<file path="src/rtl/trap_csr_pkg.sv">
package trap_csr_pkg;

  localparam int ADDR_W = 12;

  localparam logic [ADDR_W-1:0] ADR_MEDELEG = 12'h302;
  localparam logic [ADDR_W-1:0] ADR_MIDELEG = 12'h303;
  localparam logic [ADDR_W-1:0] ADR_MIE     = 12'h304;
  localparam logic [ADDR_W-1:0] ADR_MTVEC   = 12'h305;
  localparam logic [ADDR_W-1:0] ADR_MIP     = 12'h344;
  localparam logic [ADDR_W-1:0] ADR_SIE     = 12'h104;
  localparam logic [ADDR_W-1:0] ADR_STVEC   = 12'h105;
  localparam logic [ADDR_W-1:0] ADR_SIP     = 12'h144;

  localparam int BIT_SSW = 1;
  localparam int BIT_MSW = 3;
  localparam int BIT_STM = 5;
  localparam int BIT_MTM = 7;
  localparam int BIT_SEX = 9;
  localparam int BIT_MEX = 11;

  localparam int NUM_CAUSE      = 16;
  localparam int RESERVED_CAUSE = 14;
  localparam int NUM_VEC        = 2;

  typedef enum logic [3:0] {
    SEL_NONE, SEL_MIE, SEL_MIP, SEL_MIDELEG, SEL_MEDELEG,
    SEL_MTVEC, SEL_STVEC, SEL_SIE, SEL_SIP
  } rdSel_e;

  typedef struct packed {
    logic   wrMie;
    logic   wrMip;
    logic   wrMideleg;
    logic   wrMedeleg;
    logic   wrMtvec;
    logic   wrStvec;
    logic   wrSie;
    logic   wrSip;
    rdSel_e rdSel;
  } csrStrobe_t;

  function automatic logic [63:0] bitAt(input int pos);
    return 64'(1) << pos;
  endfunction

  function automatic logic [63:0] causeMask();
    logic [63:0] m;
    m = '0;
    for (int i = 0; i < NUM_CAUSE; i++) begin
      if (i != RESERVED_CAUSE) m[i] = 1'b1;
    end
    return m;
  endfunction

endpackage

</file>
<file path="src/rtl/trap_csr_ctrl.sv">
module trap_csr_ctrl
  import trap_csr_pkg::*;
(
  input  logic              clk,
  input  logic              rst_n,
  input  logic [ADDR_W-1:0] csrAddr,
  input  logic              csrWe,
  output csrStrobe_t        strb
);

  rdSel_e sel;

  always_comb begin
    unique case (csrAddr)
      ADR_MIE:     sel = SEL_MIE;
      ADR_MIP:     sel = SEL_MIP;
      ADR_MIDELEG: sel = SEL_MIDELEG;
      ADR_MEDELEG: sel = SEL_MEDELEG;
      ADR_MTVEC:   sel = SEL_MTVEC;
      ADR_STVEC:   sel = SEL_STVEC;
      ADR_SIE:     sel = SEL_SIE;
      ADR_SIP:     sel = SEL_SIP;
      default:     sel = SEL_NONE;
    endcase
  end

  always_comb begin
    strb           = '0;
    strb.rdSel     = sel;
    strb.wrMie     = csrWe && (sel == SEL_MIE);
    strb.wrMip     = csrWe && (sel == SEL_MIP);
    strb.wrMideleg = csrWe && (sel == SEL_MIDELEG);
    strb.wrMedeleg = csrWe && (sel == SEL_MEDELEG);
    strb.wrMtvec   = csrWe && (sel == SEL_MTVEC);
    strb.wrStvec   = csrWe && (sel == SEL_STVEC);
    strb.wrSie     = csrWe && (sel == SEL_SIE);
    strb.wrSip     = csrWe && (sel == SEL_SIP);
  end

  // at most one register is written per access, and none for an unknown address
  a_r9_single_strobe: assert property (@(posedge clk) disable iff (!rst_n)
    $onehot0({strb.wrMie, strb.wrMip, strb.wrMideleg, strb.wrMedeleg,
              strb.wrMtvec, strb.wrStvec, strb.wrSie, strb.wrSip}));
  a_r9_unknown_no_write: assert property (@(posedge clk) disable iff (!rst_n)
    (strb.rdSel == SEL_NONE) |->
      ($countones({strb.wrMie, strb.wrMip, strb.wrMideleg, strb.wrMedeleg,
                   strb.wrMtvec, strb.wrStvec, strb.wrSie, strb.wrSip}) == 0));

endmodule

</file>
<file path="src/rtl/trap_csr_dp.sv">
module trap_csr_dp
  import trap_csr_pkg::*;
#(
  parameter int XLEN = 32
) (
  input  logic            clk,
  input  logic            rst_n,
  input  csrStrobe_t      strb,
  input  logic [XLEN-1:0] wdata,
  input  logic            extSoftIrq,
  input  logic            extTimerIrq,
  input  logic            extExtIrq,
  output logic [XLEN-1:0] rdata,
  output logic [XLEN-1:0] mieQ,
  output logic [XLEN-1:0] mipView,
  output logic [XLEN-1:0] midelegQ,
  output logic [XLEN-1:0] medelegQ,
  output logic [XLEN-1:0] mtvecQ,
  output logic [XLEN-1:0] stvecQ
);

  localparam logic [XLEN-1:0] MIE_WMASK = XLEN'(bitAt(BIT_SSW) | bitAt(BIT_MSW) |
                                                bitAt(BIT_STM) | bitAt(BIT_MTM) |
                                                bitAt(BIT_SEX));
  localparam logic [XLEN-1:0] MIP_WMASK = XLEN'(bitAt(BIT_SSW) | bitAt(BIT_STM));
  localparam logic [XLEN-1:0] DLG_WMASK = XLEN'(bitAt(BIT_SSW) | bitAt(BIT_STM) |
                                                bitAt(BIT_SEX));
  localparam logic [XLEN-1:0] EXC_WMASK = XLEN'(causeMask());

  logic [XLEN-1:0] mipSwQ;
  logic [XLEN-1:0] mipSrc, mieSrc;
  logic [XLEN-1:0] vecQ [NUM_VEC];

  always_comb begin
    mipView          = mipSwQ;
    mipView[BIT_MSW] = extSoftIrq;
    mipView[BIT_MTM] = extTimerIrq;
    mipView[BIT_MEX] = extExtIrq;
  end

  // supervisor writes merge into the machine value under the delegation mask
  always_comb begin
    mipSrc = strb.wrSip ? ((mipView & ~midelegQ) | (wdata & midelegQ)) : wdata;
    mieSrc = strb.wrSie ? ((mieQ & ~midelegQ) | (wdata & midelegQ)) : wdata;
  end

  always_ff @(posedge clk) begin
    if (!rst_n) begin
      mieQ     <= '0;
      mipSwQ   <= '0;
      midelegQ <= '0;
      medelegQ <= '0;
    end else begin
      if (strb.wrMie || strb.wrSie)
        mieQ <= (mieQ & ~MIE_WMASK) | (mieSrc & MIE_WMASK);
      if (strb.wrMip || strb.wrSip)
        mipSwQ <= (mipSwQ & ~MIP_WMASK) | (mipSrc & MIP_WMASK);
      if (strb.wrMideleg)
        midelegQ <= wdata & DLG_WMASK;
      if (strb.wrMedeleg)
        medelegQ <= wdata & EXC_WMASK;
    end
  end

  for (genvar g = 0; g < NUM_VEC; g++) begin : g_vec
    logic wrVec;
    assign wrVec = (g == 0) ? strb.wrMtvec : strb.wrStvec;

    always_ff @(posedge clk) begin
      if (!rst_n)
        vecQ[g] <= '0;
      else if (wrVec && (wdata[1:0] == 2'b00))
        vecQ[g] <= {wdata[XLEN-1:2], 2'b00};
    end

    // a write with a non-direct mode value leaves the vector untouched
    a_r8_vector_mode_hold: assert property (@(posedge clk) disable iff (!rst_n)
      (wrVec && (wdata[1:0] != 2'b00)) |=> $stable(vecQ[g]));
  end

  assign mtvecQ = vecQ[0];
  assign stvecQ = vecQ[1];

  always_comb begin
    unique case (strb.rdSel)
      SEL_MIE:     rdata = mieQ;
      SEL_MIP:     rdata = mipView;
      SEL_MIDELEG: rdata = midelegQ;
      SEL_MEDELEG: rdata = medelegQ;
      SEL_MTVEC:   rdata = mtvecQ;
      SEL_STVEC:   rdata = stvecQ;
      SEL_SIE:     rdata = mieQ & midelegQ;
      SEL_SIP:     rdata = mipView & midelegQ;
      default:     rdata = '0;
    endcase
  end

  // the delegation mask changes only on its own write
  a_r4_deleg_hold: assert property (@(posedge clk) disable iff (!rst_n)
    !strb.wrMideleg |=> $stable(midelegQ));

  // a supervisor pending write leaves undelegated software bits alone
  a_r6_sip_keeps_undelegated: assert property (@(posedge clk) disable iff (!rst_n)
    strb.wrSip |=> ((mipSwQ & ~$past(midelegQ)) == ($past(mipSwQ) & ~$past(midelegQ))));

  // a supervisor enable write leaves undelegated enable bits alone
  a_r7_sie_keeps_undelegated: assert property (@(posedge clk) disable iff (!rst_n)
    strb.wrSie |=> ((mieQ & ~$past(midelegQ)) == ($past(mieQ) & ~$past(midelegQ))));

  // the machine lines reach the pending view unregistered
  a_r2_lines_live: assert property (@(posedge clk) disable iff (!rst_n)
    (mipView[BIT_MTM] == extTimerIrq) && (mipView[BIT_MSW] == extSoftIrq) &&
    (mipView[BIT_MEX] == extExtIrq));

endmodule

</file>
<file path="src/rtl/trap_csr_bank.sv">
module trap_csr_bank
  import trap_csr_pkg::*;
#(
  parameter int XLEN = 32
) (
  input  logic              clk,
  input  logic              rst_n,
  input  logic [ADDR_W-1:0] csrAddr,
  input  logic [XLEN-1:0]   csrWdata,
  input  logic              csrWe,
  output logic [XLEN-1:0]   csrRdata,
  input  logic              extSoftIrq,
  input  logic              extTimerIrq,
  input  logic              extExtIrq,
  output logic [XLEN-1:0]   intEnable,
  output logic [XLEN-1:0]   intPending,
  output logic [XLEN-1:0]   intDeleg,
  output logic [XLEN-1:0]   excDeleg,
  output logic [XLEN-1:0]   mVector,
  output logic [XLEN-1:0]   sVector
);

  csrStrobe_t strb;

  trap_csr_ctrl ctrl_i (
    .clk     (clk),
    .rst_n   (rst_n),
    .csrAddr (csrAddr),
    .csrWe   (csrWe),
    .strb    (strb)
  );

  trap_csr_dp #(.XLEN(XLEN)) dp_i (
    .clk         (clk),
    .rst_n       (rst_n),
    .strb        (strb),
    .wdata       (csrWdata),
    .extSoftIrq  (extSoftIrq),
    .extTimerIrq (extTimerIrq),
    .extExtIrq   (extExtIrq),
    .rdata       (csrRdata),
    .mieQ        (intEnable),
    .mipView     (intPending),
    .midelegQ    (intDeleg),
    .medelegQ    (excDeleg),
    .mtvecQ      (mVector),
    .stvecQ      (sVector)
  );

endmodule

</file>
<file path="config.mk">
export PLATFORM = sky130hd
export DESIGN_NAME = trap_csr_bank
export DESIGN_NICKNAME = d
export VERILOG_FILES = /design/src/rtl/trap_csr_pkg.sv /design/src/rtl/trap_csr_ctrl.sv /design/src/rtl/trap_csr_dp.sv /design/src/rtl/trap_csr_bank.sv
export SDC_FILE = /design/constraint.sdc
export NUM_CORES = 1
export LEC_CHECK = 0
export ABC_AREA = 1
export BUFFER_PORTS_ARGS = -buffer_cell sky130_fd_sc_hd__buf_2
export CORE_MARGIN = 4
export CORE_UTILIZATION = 49
export CTS_CLUSTER_DIAMETER = 120
export DETAILED_ROUTE_END_ITERATION = 16
export PLACE_DENSITY_LB_ADDON = 0.15
export SYNTH_ARGS = -nofsm -noshare
export SYNTH_HDL_FRONTEND = slang
export SYNTH_HIERARCHICAL = 1
export SYNTH_SLANG_ARGS = --single-unit
</file>
<file path="constraint.sdc">
create_clock -name clk -period 3.8 [get_ports clk]
set_input_delay 0.19 -clock clk [delete_from_list [all_inputs] [get_ports clk]]
set_output_delay 0.19 -clock clk [all_outputs]
set_load 0.05 [all_outputs]
</file>
==> flow_summary.yaml <==
run_status:
  status: "completed"
placement:
  dpl.hpwl_um: 10300
  postPlaceCellArea_mm2: 0.00565
  place_congestion: 0.886
  portBuffers: 169
die:
  floorplan.initialDensity: 0.500
  ioPinCount: 274
  die_h_um: 110
  die_area_mm2: 0.0121
  floorplan.rows: 37
  die_w_um: 110
  placeableCoreArea_mm2: 0.0102
synthesis:
  main_combinational_cell_family_by_area_after_synthesis: "simple AND/OR/NAND/NOR gates"
  synth_async_sr_flop_share: 0
  synth_cells: 632
  avgSynthCellArea_um2: 8.10
  synth.mux.area_fraction: 0
  synth_edf_count: 60
  synthDistinctLibCells: 28
  synth_compound_gate_area_share: 0.0611
  synth-simple-area-share: 0.255
  ys.warnings.count: 6
  synth_seq_area_share: 0.450
  synth_adder_area_share: 0
  postSynthRegisterBits: 85
  netlist_area_mm2: 0.00512
  synthXorXnorAreaFrac: 0
  yosys_most_used_dff: "sky130_fd_sc_hd__edfxtp_1"
finish:
  layout-area-overhead-vs-synth_pct: 13.8
  layout.cells.most_common_list: "sky130_fd_sc_hd__buf_2, sky130_fd_sc_hd__nand2_1, sky130_fd_sc_hd__conb_1"
  final_area_mm2: 0.00583
  share_of_final_layout_standard_cells_stronger_than_drive_strength_1: 0.293
  fillerInstances: 1024
  antennaDiodeCount: 0
  final_net_count: 845
  final_common_cell: "sky130_fd_sc_hd__buf_2"
worst_setup_path:
  worstPathRequired_ns: 3.61
  regToRegStartpoint: "dp_i/midelegQ[5]$_SDFFE_PN0P_"
  r2r_slack_ns: 2.92
  crit_fanout: 16
  endpoint_kind: "output port"
  worstSetupPathType: "input pin to output port"
  startpoint_type: "input pin"
  rr_worst_depth: 3
  worst_reg2reg_endpoint: "dp_i/mipSwQ[5]$_SDFFE_PN0P_"
  cp.arrival_ns: 2.39
drt:
  drt-vias-per-instance: 4.58
  dr_wl_cell_um: 14.0
  remaining_drc_errors: 0
  wirelength_routed_um: 13100
  ant_nets: 0
  drt_first_iter_violations: 239
  drt_pass1_iterations: 4
  vias: 4290
hold_path:
  worstHoldEndpoint: "dp_i/medelegQ[15]$_SDFFE_PN0P_"
  holdCritPathClass: "input pin to flip-flop"
  hold_start: "csrWdata[15]"
  hold-path-cell-count: 3
power:
  vdd_drop_max_mv: 0.217
  power.internal_uw: 1320
  share_clk_of_total_power: 0.285
  seqPwrFrac: 0.492
  switch_share: 0.378
  net-switching-power_uw: 800
  pwr_density_mw_per_mm2: 364
  power_total_uw: 2120
  pwr-share-comb: 0.223
  cellLeakagePower_uw: 0.00312
clock_network:
  post_cts.repair.setup_buffers: 0
  worst_setup_hold_path_clk_slew_ns: 0.08
  post_cts_hold_buffer_count: 0
  clk_latency_ns: 0.36
  post_cts_resize_count: 0
  cts-htree-levels: 3
  cts_num_sinks: 85
  tritoncts.num_buffers: 9
  clock_path_buffers: 2
  clock_tree_from_tritoncts: "built"
  cts-root-buf: "sky130_fd_sc_hd__clkbuf_8"
global_route:
  largest_net_degree_at_the_start_of_global_routing: 31
  globalRouteOverflowTotal: 0
  grt_first_pass_wirelength_um: 18900
  grt_use_total: 0.202
  grt_pass1_vias: 3757
  antenna_found_initial: 0
timing:
  max_freq_mhz: 388
  worst_max_slew_pin_slew_ns: 1.10
  final.min_clock_period_ns: 2.58
  setup-violations-final: 0
  rsz0062_at_grt: "no"
  drv_slew: 0
  hold_violations: 0
  setup-tns-final_ns: 0
  finalClockSkew_ns: 0.000341
  worst_max_slew_margin_expressed_relative_to_the_limit: 0.269
  layout_worst_path_cycle_share: 0.678
job:
  drv.max_cap_violation_count: 0
critical path: stages:
cell	delay [ns]
sky130_fd_sc_hd__buf_2	0.09
sky130_fd_sc_hd__inv_1	0.07
sky130_fd_sc_hd__nand2_2	0.07
sky130_fd_sc_hd__nor2_1	0.20
sky130_fd_sc_hd__nand3b_1	0.15
sky130_fd_sc_hd__nand3_2	0.14
sky130_fd_sc_hd__inv_1	0.09
sky130_fd_sc_hd__nor2_4	0.32
sky130_fd_sc_hd__nand2_1	0.33
sky130_fd_sc_hd__inv_2	0.27
sky130_fd_sc_hd__nand2_1	0.12
sky130_fd_sc_hd__nand3_2	0.08
sky130_fd_sc_hd__buf_2	0.26
cell usage after synthesis, types with 3 or more instances:
cell type / n / area, um^2
sky130_fd_sc_hd__nor2_4: 5 / 56.3
sky130_fd_sc_hd__edfxtp_1: 60 / 1800
sky130_fd_sc_hd__buf_6: 3 / 33.8
sky130_fd_sc_hd__buf_4: 107 / 803
sky130_fd_sc_hd__clkbuf_1: 11 / 41.3
sky130_fd_sc_hd__o211ai_1: 5 / 37.5
sky130_fd_sc_hd__inv_2: 8 / 30.0
sky130_fd_sc_hd__inv_1: 66 / 248
sky130_fd_sc_hd__a21oi_1: 25 / 125
sky130_fd_sc_hd__nor2_1: 87 / 327
sky130_fd_sc_hd__dfxtp_1: 25 / 500
sky130_fd_sc_hd__nand2_1: 119 / 447
sky130_fd_sc_hd__nand3_2: 5 / 50.1
sky130_fd_sc_hd__nand2_2: 20 / 125
sky130_fd_sc_hd__nand3_1: 40 / 200
sky130_fd_sc_hd__o21ai_0: 30 / 150
cell families (layout without fill, tap and decap cells):
kind of cell    count (synthesis)  count (layout)
simple gates                  286             286
compound gates                 60              60
flops                          85              85
other cells                     1             104
buf+inv                       200             265
worst max-delay path by stage:
stage / startpoint / end
floorplan: csrAddr[10] / dp_i/vecQ[0][0]$_SDFFCE_PN0P_
global placement: csrAddr[5] / csrRdata[10]
detailed placement: csrAddr[3] / csrRdata[2]
CTS: csrAddr[3] / csrRdata[2]
global route: csrAddr[3] / csrRdata[2]
finish: csrAddr[3] / csrRdata[12]
stage by stage:
stage / setup WS, ns / hold WS (ns) / std cells / util
floorplan: 1.66 / 0.328 / 735 / -
global placement: 1.35 / 0.470 / 920 / 0.552
detailed placement: 1.25 / 0.466 / 920 / 0.552
CTS: 1.26 / 0.0891 / 936 / 0.570
global route: 1.06 / 0.127 / 936 / 0.570
finish: 1.22 / 0.108 / 936 / 0.570
registers in the layout, summed over array words and instances (netlist names):
signal	cells
dp_i/medelegQ	15
dp_i/midelegQ	3
dp_i/mieQ	5
dp_i/mipSwQ	2
dp_i/vecQ	60
layer usage:
| metal | up-vias | track usage | part of all wire |
|---|---|---|---|
| li1 | 2106 | - | - |
| met1 | 1963 | 0.246 | 0.38 |
| met2 | 204 | 0.355 | 0.52 |
| met3 | 17 | 0.0460 | 0.085 |
| met4 | 0 | 0.0651 | 0.019 |
| met5 | - | 0 | 0 |
cell type report:
cell class / count / area, um^2 / share of cell area
clock inverter: 7 / 57.6 / 0.00988
multi-input combinational: 450 / 2010 / 0.345
clock buffer: 9 / 124 / 0.0213
tap: 136 / 170 / 0.0292
inverter: 76 / 289 / 0.0496
sequential: 85 / 2300 / 0.395
timing repair buffer: 173 / 876 / 0.150
power groups by stage:
stage | clock network (uW) | registers, uW | logic, uW
6_report | 604 | 1040 | 473
4_1_cts | 618 | 1040 | 471
3_5_place_dp | 0 | 1060 | 471
3_3_place_gp | 0 | 1060 | 469
5_1_grt | 653 | 1050 | 496
2_1_floorplan | 0 | 1180 | 356
No activity file was read; power rests on OpenSTA's default activity.
